**config.mk**
```make
export PLATFORM = sky130hd
export DESIGN_NAME = keystat_responder
export DESIGN_NICKNAME = d
export VERILOG_FILES = /design/src/rtl/ksr_pkg.sv /design/src/rtl/ksr_sync.sv /design/src/rtl/ksr_rx_frame.sv /design/src/rtl/ksr_tx_reply.sv /design/src/rtl/keystat_responder.sv
export SDC_FILE = /design/constraint.sdc
export NUM_CORES = 1
export LEC_CHECK = 0
export BUFFER_PORTS_ARGS = -buffer_cell sky130_fd_sc_hd__buf_2
export CORE_MARGIN = 1.5
export CORE_UTILIZATION = 30
export CTS_BUF_LIST = sky130_fd_sc_hd__clkbuf_16
export CTS_CLUSTER_SIZE = 28
export DETAILED_ROUTE_END_ITERATION = 10
export PLACE_DENSITY = 0.52
export SLEW_MARGIN = 0
export SYNTH_ARGS = -nofsm -noshare
export SYNTH_HDL_FRONTEND = slang
export SYNTH_SLANG_ARGS = --single-unit
```
**constraint.sdc**
```tcl
create_clock -name clk -period 4.5 [get_ports clk]
set_input_delay 1.35 -clock clk [delete_from_list [all_inputs] [get_ports clk]]
set_output_delay 1.35 -clock clk [all_outputs]
set_load 0.01 [all_outputs]
```
**src/rtl/ksr_pkg.sv**
```systemverilog
package ksr_pkg;

    localparam int KEY_N   = 10;
    localparam int FRAME_N = 20;

    // Expected request character
    localparam logic [7:0] REQ_CHAR = 8'h50;

    typedef enum logic [1:0] {
        RX_ARM,
        RX_IDLE,
        RX_LOW,
        RX_BITS
    } rx_state_e;

    typedef enum logic [1:0] {
        TX_IDLE,
        TX_GAP,
        TX_SHIFT
    } tx_state_e;

    // Two 8N1 characters, LSB first, index 0 leaves the wire first
    function automatic logic [FRAME_N-1:0] reply_frame(input logic [KEY_N-1:0] k);
        logic [7:0] lo_byte;
        logic [7:0] hi_byte;
        lo_byte = {2'b01, k[5:0]};
        hi_byte = {2'b01, 2'b00, k[9:6]};
        return {1'b1, hi_byte, 1'b0, 1'b1, lo_byte, 1'b0};
    endfunction

endpackage

```
**src/rtl/ksr_sync.sv**
```systemverilog
module ksr_sync #(
    parameter int W      = 2,
    parameter int STAGES = 2
) (
    input  logic         clk,
    input  logic         rst_n,
    input  logic [W-1:0] din,
    output logic [W-1:0] dout
);

    logic [STAGES-1:0][W-1:0] chain_d, chain_q;

    always_comb begin
        chain_d[0] = din;
        for (int s = 1; s < STAGES; s++) begin
            chain_d[s] = chain_q[s-1];
        end
    end

    // Idle level of both inputs is high
    always_ff @(posedge clk or negedge rst_n) begin
        if (!rst_n) chain_q <= '1;
        else        chain_q <= chain_d;
    end

    assign dout = chain_q[STAGES-1];

endmodule

```
**src/rtl/ksr_rx_frame.sv**
```systemverilog
module ksr_rx_frame
    import ksr_pkg::*;
#(
    parameter int MIN_BIT = 160,
    parameter int MAX_BIT = 1300,
    parameter int PER_W   = 12
) (
    input  logic             clk,
    input  logic             rst_n,
    input  logic             en,
    input  logic             din,
    output logic             accept,
    output logic [PER_W-1:0] period
);

    localparam logic [PER_W-1:0] ONE   = 1;
    localparam logic [PER_W-1:0] MIN_P = MIN_BIT[PER_W-1:0];
    localparam logic [PER_W-1:0] MAX_P = MAX_BIT[PER_W-1:0];
    // Bits 4..7 followed by the stop bit, first sample in bit 0
    localparam logic [4:0]       TAIL  = {1'b1, REQ_CHAR[7:4]};

    typedef struct packed {
        rx_state_e        st;
        logic [PER_W-1:0] grp;
        logic [2:0]       rem;
        logic [PER_W-1:0] cnt;
        logic [2:0]       idx;
        logic [4:0]       smp;
        logic             acc;
    } rx_t;

    rx_t              q, d;
    logic [PER_W-1:0] est;
    logic [4:0]       smp_next;

    always_comb begin
        d        = q;
        d.acc    = 1'b0;
        est      = q.grp + ((q.rem >= 3'd3) ? ONE : '0);
        smp_next = {din, q.smp[4:1]};
        case (q.st)
            RX_ARM: begin
                if (din) d.st = RX_IDLE;
            end
            RX_IDLE: begin
                if (!din) begin
                    d.st  = RX_LOW;
                    d.grp = '0;
                    d.rem = 3'd1;
                end
            end
            RX_LOW: begin
                // Low stretch covers start bit and data bits 0..3: five periods
                if (din) begin
                    if (est < MIN_P || est > MAX_P) begin
                        d.st = RX_ARM;
                    end else begin
                        d.st  = RX_BITS;
                        d.grp = est;
                        d.cnt = (est >> 1) - ONE;
                        d.idx = '0;
                    end
                end else if (q.rem == 3'd4) begin
                    d.rem = '0;
                    d.grp = q.grp + ONE;
                    if (q.grp >= MAX_P) d.st = RX_ARM;
                end else begin
                    d.rem = q.rem + 3'd1;
                end
            end
            RX_BITS: begin
                if (q.cnt == '0) begin
                    d.smp = smp_next;
                    d.cnt = q.grp - ONE;
                    d.idx = q.idx + 3'd1;
                    if (q.idx == 3'd4) begin
                        d.st  = RX_ARM;
                        d.acc = (smp_next == TAIL);
                    end
                end else begin
                    d.cnt = q.cnt - ONE;
                end
            end
            default: d.st = RX_ARM;
        endcase
        if (!en) begin
            d.st  = RX_ARM;
            d.acc = 1'b0;
        end
    end

    always_ff @(posedge clk or negedge rst_n) begin
        if (!rst_n) begin
            q.st  <= RX_ARM;
            q.grp <= '0;
            q.rem <= '0;
            q.cnt <= '0;
            q.idx <= '0;
            q.smp <= '0;
            q.acc <= 1'b0;
        end else begin
            q <= d;
        end
    end

    assign accept = q.acc;
    assign period = q.grp;

endmodule

```
**src/rtl/ksr_tx_reply.sv**
```systemverilog
module ksr_tx_reply
    import ksr_pkg::*;
#(
    parameter int PER_W = 12
) (
    input  logic             clk,
    input  logic             rst_n,
    input  logic             start,
    input  logic [PER_W-1:0] period,
    input  logic [KEY_N-1:0] keys,
    output logic             busy,
    output logic             line_oe,
    output logic             line_out,
    output logic [KEY_N-1:0] reported
);

    localparam logic [PER_W-1:0] ONE = 1;

    typedef struct packed {
        tx_state_e          st;
        logic [PER_W-1:0]   per;
        logic [PER_W-1:0]   cnt;
        logic [4:0]         idx;
        logic [FRAME_N-1:0] frame;
        logic               oe;
        logic [KEY_N-1:0]   rep;
    } tx_t;

    tx_t q, d;

    always_comb begin
        d = q;
        case (q.st)
            TX_IDLE: begin
                if (start) begin
                    d.st  = TX_GAP;
                    d.per = period;
                    d.cnt = (period << 1) - ONE;
                end
            end
            TX_GAP: begin
                if (q.cnt == '0) begin
                    d.st    = TX_SHIFT;
                    d.frame = reply_frame(keys);
                    d.rep   = keys;
                    d.oe    = 1'b1;
                    d.cnt   = q.per - ONE;
                    d.idx   = '0;
                end else begin
                    d.cnt = q.cnt - ONE;
                end
            end
            TX_SHIFT: begin
                if (q.cnt == '0) begin
                    if (q.idx == 5'(FRAME_N - 1)) begin
                        d.st    = TX_IDLE;
                        d.oe    = 1'b0;
                        d.frame = '1;
                    end else begin
                        d.frame = {1'b1, q.frame[FRAME_N-1:1]};
                        d.idx   = q.idx + 5'd1;
                        d.cnt   = q.per - ONE;
                    end
                end else begin
                    d.cnt = q.cnt - ONE;
                end
            end
            default: d.st = TX_IDLE;
        endcase
    end

    always_ff @(posedge clk or negedge rst_n) begin
        if (!rst_n) begin
            q.st    <= TX_IDLE;
            q.per   <= '0;
            q.cnt   <= '0;
            q.idx   <= '0;
            q.frame <= '1;
            q.oe    <= 1'b0;
            q.rep   <= '0;
        end else begin
            q <= d;
        end
    end

    assign busy     = (q.st != TX_IDLE);
    assign line_oe  = q.oe;
    assign line_out = q.frame[0];
    assign reported = q.rep;

endmodule

```
**src/rtl/keystat_responder.sv**
```systemverilog
module keystat_responder
    import ksr_pkg::*;
#(
    parameter int MIN_BIT = 208,
    parameter int MAX_BIT = 1300,
    parameter int SYNC_N  = 2
) (
    input  logic             clk,
    input  logic             rst_n,
    input  logic             line_in,
    output logic             line_oe,
    output logic             line_out,
    input  logic             rx_in,
    input  logic [KEY_N-1:0] keys,
    output logic             change_n
);

    localparam int PER_W = $clog2(2 * MAX_BIT + 2);
    localparam int SRC_N = 2;

    logic [SRC_N-1:0]            raw_in, sync_in, acc;
    logic [SRC_N-1:0][PER_W-1:0] per;
    logic                        acc_any;
    logic [PER_W-1:0]            acc_per;
    logic                        tx_busy;
    logic [KEY_N-1:0]            reported;
    logic                        chg_d, chg_q;

    assign raw_in = {rx_in, line_in};

    ksr_sync #(.W(SRC_N), .STAGES(SYNC_N)) u_sync (
        .clk  (clk),
        .rst_n(rst_n),
        .din  (raw_in),
        .dout (sync_in)
    );

    for (genvar g = 0; g < SRC_N; g++) begin : g_src
        ksr_rx_frame #(
            .MIN_BIT(MIN_BIT),
            .MAX_BIT(MAX_BIT),
            .PER_W  (PER_W)
        ) u_rx (
            .clk   (clk),
            .rst_n (rst_n),
            .en    (!tx_busy),
            .din   (sync_in[g]),
            .accept(acc[g]),
            .period(per[g])
        );
    end

    // Shared line wins a same-cycle tie
    assign acc_any = |acc;
    assign acc_per = acc[0] ? per[0] : per[1];

    ksr_tx_reply #(.PER_W(PER_W)) u_tx (
        .clk     (clk),
        .rst_n   (rst_n),
        .start   (acc_any),
        .period  (acc_per),
        .keys    (keys),
        .busy    (tx_busy),
        .line_oe (line_oe),
        .line_out(line_out),
        .reported(reported)
    );

    always_comb begin
        chg_d = !(tx_busy || acc_any) && (keys != reported);
    end

    always_ff @(posedge clk or negedge rst_n) begin
        if (!rst_n) chg_q <= 1'b0;
        else        chg_q <= chg_d;
    end

    assign change_n = !chg_q;

endmodule

```
=== Word level (Yosys, flattened, before mapping) ===
Cells that the tools add are included.

* Bits in registers: 143
* Input bits: 14
* Output and inout port bits: 3
* Word-level logic and storage cells: 198

* $add $sub $neg: 18
* Order comparisons: 8
* Eq/ne operators: 48
* Multiplexer cells: 61
* Reduce and logical (&&, ||, !) cells: 39

{| class="wikitable"
|+ Operators with widths
! operator !! number
|-
| case mux 15 bit (2 select lines) || 4
|-
| two-way mux 12 bit || 7
|-
| subtractor 12 x 1 -> 12 bit (second input constant) || 7
|-
| two-way mux 15 bit || 4
|-
| two-way mux 14 bit || 4
|-
| two-way mux 26 bit || 2
|-
| case mux 26 bit (2 select lines) || 1
|-
| two-way mux 17 bit || 3
|-
| logical NOT 12 bit || 3
|-
| two-way mux 36 bit || 1
|-
| case mux 12 bit (3 select lines) || 1
|-
| two-way mux 2 bit || 15
|-
| AND reduction 4 bit || 7
|-
| adder 12 x 1 -> 12 bit (second input constant) || 2
|-
| adder 12 bit || 2
|-
| >= comparator 12 x 11 -> 1 bit (second input constant) || 2
|-
| > comparator 12 x 11 -> 1 bit (second input constant) || 2
|-
| less-than comparator 12 x 8 -> 1 bit (second input constant) || 2
|-
| subtractor 11 x 1 -> 12 bit (second input constant) || 2
|-
| inequality test 3 bit (second input constant) || 7
|-
| inequality test 2 bit (second input constant) || 10
|-
| two-way mux 19 bit || 1
|-
| two-way mux 9 bit || 2
|-
| inequality test 3 x 2 -> 1 bit (second input constant) || 6
|-
| other kinds (24) || 77
|}

=== Longest topological paths before layout ===
* Word-level depth: 9
* Gate-level depth with buffers: 17
* Depth with buffers taken out: 15

=== Cells and area by module ===
From an unflattened synthesis, not the netlist that was laid out.

* Cell total of the unflattened synthesis: 1,130
* Area total of the unflattened synthesis: 9,972.1 um^2

{| class="wikitable"
|+ Modules (own cells, without submodules)
! module !! times used !! cells each !! area an instance (um^2) !! sequential area each (um^2)
|-
| ksr_rx_frame || 2 || 373 || 3,100.5 || 925.9
|-
| ksr_tx_reply || 1 || 349 || 3,372.0 || 1,576.5
|-
| keystat_responder || 1 || 31 || 294.0 || 25.0
|-
| ksr_sync || 1 || 4 || 105.1 || 105.1
|}

=== Worst setup path after synthesis ===
No wires, ideal clock.

* Kind: reg-to-reg
* Start: register g_src[0].u_rx.q[21] (netlist bit)
* End: register g_src[0].u_rx.q (netlist bit g_src[0].u_rx.period[10])
* Library setup time: 0.121 ns
* Arrival time: 3.284 ns
* Required time: 4.379 ns
* Setup slack: 1.095 ns
* Cell stages (with the launch flop): 17
* Path buffers: 2
* Clock period less this slack: 3.405 ns
* Cell sequence: dfrtp_1 > ha_1 > ha_1 > nor2_1 > o21ai_0 > ha_1 > ha_1 > buf_2 > and3_1 > buf_2 > o32ai_1 > o31ai_1 > o2111a_1 > a211oi_4 > a21oi_1 > a221o_1 > a22o_1

* Longest elaborated chain between the ends: 7
* Elaborated cells between the ends (all ways): 13
* Those cells by class: add/sub (1); order compare (3); eq/ne (3); mux (4); reduce/logical (2)

{| class="wikitable"
|+ RTL lines
! item !! line !! RTL
|-
| start, declared || ksr_rx_frame.sv:32 || <nowiki>rx_t q, d;</nowiki>
|-
| >= comparator 3 x 2 -> 1 bit || ksr_rx_frame.sv:39 || <nowiki>est = q.grp + ((q.rem >= 3'd3) ? ONE : '0);</nowiki>
|-
| two-way mux 1 bit || ksr_rx_frame.sv:39 ||
|-
| adder 12 bit || ksr_rx_frame.sv:39 ||
|-
| less-than comparator 12 x 8 -> 1 bit or > comparator 12 x 11 -> 1 bit (tied branches) || ksr_rx_frame.sv:55 || <nowiki>if (est < MIN_P || est > MAX_P) begin</nowiki>
|-
| logical OR 1 bit || ksr_rx_frame.sv:55 ||
|-
| inequality test 3 bit (no source line) || - ||
|-
| AND reduction 4 bit (no source line) || - ||
|}

Several ways; a longest one is shown, not always the timed one. The select of a mux whose other input is x is not followed.
A chain may end at the register's enable or synchronous reset.

=== Worst setup path after layout ===
* Start: register g_src[1].u_rx.q[21] (netlist bit)
* End: register g_src[1].u_rx.q[14] (netlist bit)

* Longest elaborated chain between the ends: 7
* Elaborated cells between the ends (all ways): 12
* Those cells by class: add/sub (2); order compare (3); eq/ne (1); mux (4); reduce/logical (2)

{| class="wikitable"
|+ RTL lines
! item !! line !! RTL
|-
| start, declared || ksr_rx_frame.sv:32 ||
|-
| >= comparator 3 x 2 -> 1 bit (*) || ksr_rx_frame.sv:39 ||
|-
| two-way mux 1 bit (*) || ksr_rx_frame.sv:39 ||
|-
| adder 12 bit (*) || ksr_rx_frame.sv:39 ||
|-
| subtractor 11 x 1 -> 12 bit (tied with other cells) || ksr_rx_frame.sv:60 || <nowiki>d.cnt = (est >> 1) - ONE;</nowiki>
|-
| two-way mux 15 bit or logical OR 1 bit (tied branches) || ksr_rx_frame.sv:55 ||
|-
| two-way mux 15 bit or inequality test 2 bit (tied branches) || - ||
|-
| case mux 15 bit (2 select lines) or AND reduction 3 bit (tied branches) || - ||
|}

Mark *: on every way between the ends. The rest lies on a longest branch, timed or not. The select of a mux whose other input is x is not followed.

==> metrics.md <==
| Metric | Value |
|---|---|
| Sum of met2 wire segment lengths after detailed routing | `12000 um` |
| Total number of vias | `8552` |
| Setup_tns | `0 ns` |
| Instance count of the mapped netlist | `1154` |
| Gr usage total | `16.2%` |
| Mapped Avg Cell Area | `8.37 um2` |
| Layout Area Growth over Synthesis | `10.5%` |
| Number of warnings printed during yosys synthesis | `0` |
| Number of distinct library cells after synthesis | `75` |
| Fill cells | `3281` |
| Clock sink total | `141` |
| Overall power consumption | `5.89 mW` |
| Remaining antenna violation count after routing | `0` |
| Post-synthesis cell type with the largest combined area | `dfrtp_1` |
| Standard cell with the maximum stage delay on the critical path | `nor2_1` |
| Actual slew at the worst max-slew pin | `1.05 ns` |
| Max-cap violations | `0` |
| Full die area | `33300 um2` |
| Highest cell delay on the worst timing path | `0.84 ns` |
| Total grt overflow | `0` |
| Maximum buffer depth of the clock tree | `2` |
| Mapped Area | `9660 um2` |
| Die outline width | `182 um` |
| Data required time of the worst path | `4.82 ns` |
| Largest driver fanout on the critical path | `20` |
| Count of state elements after synthesis | `141` |
| H-tree lvl count | `4` |
| Critical Path Sink Type | `register` |
| Util after Layout | `33.8%` |
| Final worst hold slack | `0.355 ns` |
| Status | `completed` |
| Hold Crit Depth | `0` |
| R2r worst-path depth | `13` |
| Insertion delay of the later-clocked pin in the worst-skew pair | `0.44 ns` |
| Hold Violations, Final | `0` |
| WP data arrival | `4.42 ns` |
| Max Clock Skew | `0.0135 ns` |
| VDD IR-drop max | `300 uV` |
| Min Clock Period, post-route | `4.10 ns` |
| Post-route fraction of the period consumed by the critical path | `91.1%` |
| Die Y | `182 um` |
| Worst-path cell chain | `ha_1 -> ha_1 -> nor2_1 -> o21ai_0 -> ha_1 -> ha_1 -> and3_1 -> o211ai_1 -> a211oi_1 -> o31ai_1 -> a221oi_4 -> nor2_1 -> mux2_2` |
| Port buffer count | `16` |
| Highest layer used for signal routing | `met4` |
| Post-detailed-route via-to-cell ratio | `5.54` |
| Initial core utilization | `30.5%` |
| Leakage power figure | `4.35 nW` |
| Top area cells in the synthesized netlist | `dfrtp_1, dfstp_2, o21ai_0` |
| Master cell of the clock root buffer | `clkbuf_16` |
| Clock tree from TritonCTS | `built` |
| Asr flop ratio synth | `100%` |
| # nets final | `1170` |
| Final Worst Setup Slack | `0.401 ns` |
| Antenna fix cells | `0` |
| Iter 0 DRT Violations | `650` |
| Post-synth top flop | `dfrtp_1` |
| Category of the worst setup path launch point | `register` |
| I/O pin cnt | `17` |
| Highest attainable clock frequency | `244 MHz` |
| Yosys top cell area share | `30.3%` |
| Share of layout cells above drive strength 1 | `11.5%` |
| # rows | `65` |
| Sequential element share of the synthesized area | `36.8%` |
| Routed wire per std cell | `16.9 um` |
| WS Path Type | `reg2reg` |
| Placer's final routability congestion estimate | `0.829` |
| EDFF count, synth | `0` |
| Classification of the worst-slack hold path | `reg2reg` |
| Top Family by Delay on Critical Path | `simple AND/OR/NAND/NOR gates` |
| Total DRC errors in the routed layout | `0` |
| HPWL after detailed placement | `18100 um` |
| Clock slew at reported path FFs | `0.06 ns` |
| Number of global-route vias before repair | `8330` |
| Buffers and inverters on the worst path | `0` |
| Total wire length | `26100 um` |
| RSZ-0062 raised after global routing | `false` |
| Power Dens Cells | `551 nW/um2` |
| Final setup vio count | `0` |
| WL met1 | `12700 um` |
| Final Slew Violations | `0` |
| Worst-case setup slack after placement | `0.404 ns` |
| Wire length of the first global-routing pass | `43700 um` |
| Antenna violations before repair | `0` |
| Rel. slew slack | `30.0%` |
| Synthesized Nets | `1195` |
| Pin count of the biggest net entering global routing | `84` |
| CP dominant cell by count | `ha_1` |
| Buffer count from post-CTS setup fixing | `0` |
| Met3 layer wire length in the routed design | `1130 um` |
| First-pass iteration count of the detailed router | `8` |
| CP Depth | `13` |
| Area of the core | `31600 um2` |
| CTS Buf Count | `17` |
per-layer routing:
| layer | GRT usage, % | up-vias |
|---|---|---|
| met1 | 22.5 | 4128 |
| met5 | 0 | - |
| li1 | - | 4163 |
| met3 | 2.69 | 33 |
| met4 | 4.79 | 0 |
| met2 | 25.8 | 228 |
stage by stage:
stage	cell area (um2)	std cells
floorplan	9660	1154
global route	10700	1544
finish	10700	1544
global placement	10100	1512
detailed placement	10100	1512
CTS	10700	1544
sequential cells by signal, summed over array words and instances (netlist names):
register           count
u_tx.q                50
g_src.u_rx.q          48
g_src.u_rx.period     24
u_tx.reported         10
g_src.u_rx.accept      2
u_sync.chain_d         2
u_sync.dout            2
chg_q                  1
u_tx.line_oe           1
u_tx.line_out          1
placed cells by master (no fill, tap or decap), drive strengths merged, types with 25 or more instances in the layout:
master and n:
ha 27, buf 41, nor2 94, xnor2 32
mux2i 25, inv 43, dfrtp 117, nor3 41
nand2 122, a21oi 77, o21ai 122, nand3 38
a211oi 26
area by class of cell:
cell class	count	area (um2)	area share [%]
flip-flops and latches	141	3560	33.3
inverters	32	120	1.12
clock inverters	15	129	1.21
multi-input cells	896	5660	53.0
repair buffers	41	287	2.68
well taps	402	503	4.71
clock buffers	17	425	3.98
Yosys cell counts (all sizes together), types with 4 or more instances:
cell,n
a211o,10
a22oi,9
o31ai,14
nor2,94
a221oi,4
nand4,17
clkbuf,60
a21o,20
nor2b,9
a21boi,6
mux2,18
a21oi,77
a211oi,26
o32ai,4
mux2i,25
buf,25
xor2,24
dfrtp,117
nand2,122
and3,14
a22o,12
nand2b,11
or3,5
nor3b,6
ha,27
nor4,17
inv,32
o41ai,5
xnor2,32
o21ai,122
dfstp,24
or4,4
o22ai,8
nor3,41
a31oi,14
nand3,38
and2,10
and4,6
logic make-up after synthesis:
group,count (synthesis),synth area share [%]
and+or+nand+nor,408,21.0
AOI/OAI and AO/OA,362,24.0
DFF,141,36.8
buffers and inverters,117,4.93
xor gates and xnor gates,56,5.08
muxes,43,4.69
adders and majority gates,27,3.50
report_power, final:
group / internal (mW) / switching (mW)
Combinational: 1.04 / 1.67
Clock: 0.726 / 0.647
Sequential: 1.54 / 0.273
Total: 3.30 / 2.59
worst reg2reg max path, stage by stage, from the launching register on:
cell	delay, ns
dfrtp_1	0.41
ha_1	0.22
ha_1	0.17
nor2_1	0.08
o21ai_0	0.10
ha_1	0.28
ha_1	0.29
and3_1	0.27
o211ai_1	0.22
a211oi_1	0.07
o31ai_1	0.41
a221oi_4	0.21
nor2_1	0.84
mux2_2	0.42
path summary, 6_finish.rpt:
path                                     start                  end  slack, ns
max                        g_src[1].u_rx.q[21]  g_src[1].u_rx.q[14]       0.40
min                          u_sync.chain_d[3]       u_sync.dout[1]       0.36
max reg2reg                g_src[1].u_rx.q[21]  g_src[1].u_rx.q[14]       0.40
min reg2reg                  u_sync.chain_d[3]       u_sync.dout[1]       0.36
max in group asynchronous                rst_n    u_sync.chain_d[2]       2.73
min in group asynchronous                rst_n           u_tx.q[33]       0.88
what timing repair did:
item / CTS / global route
hold buffers: 0 / 0
resized for setup: 0 / 1
setup endpoints to repair: 0 / 2
Power figures use the tool's default switching activity.
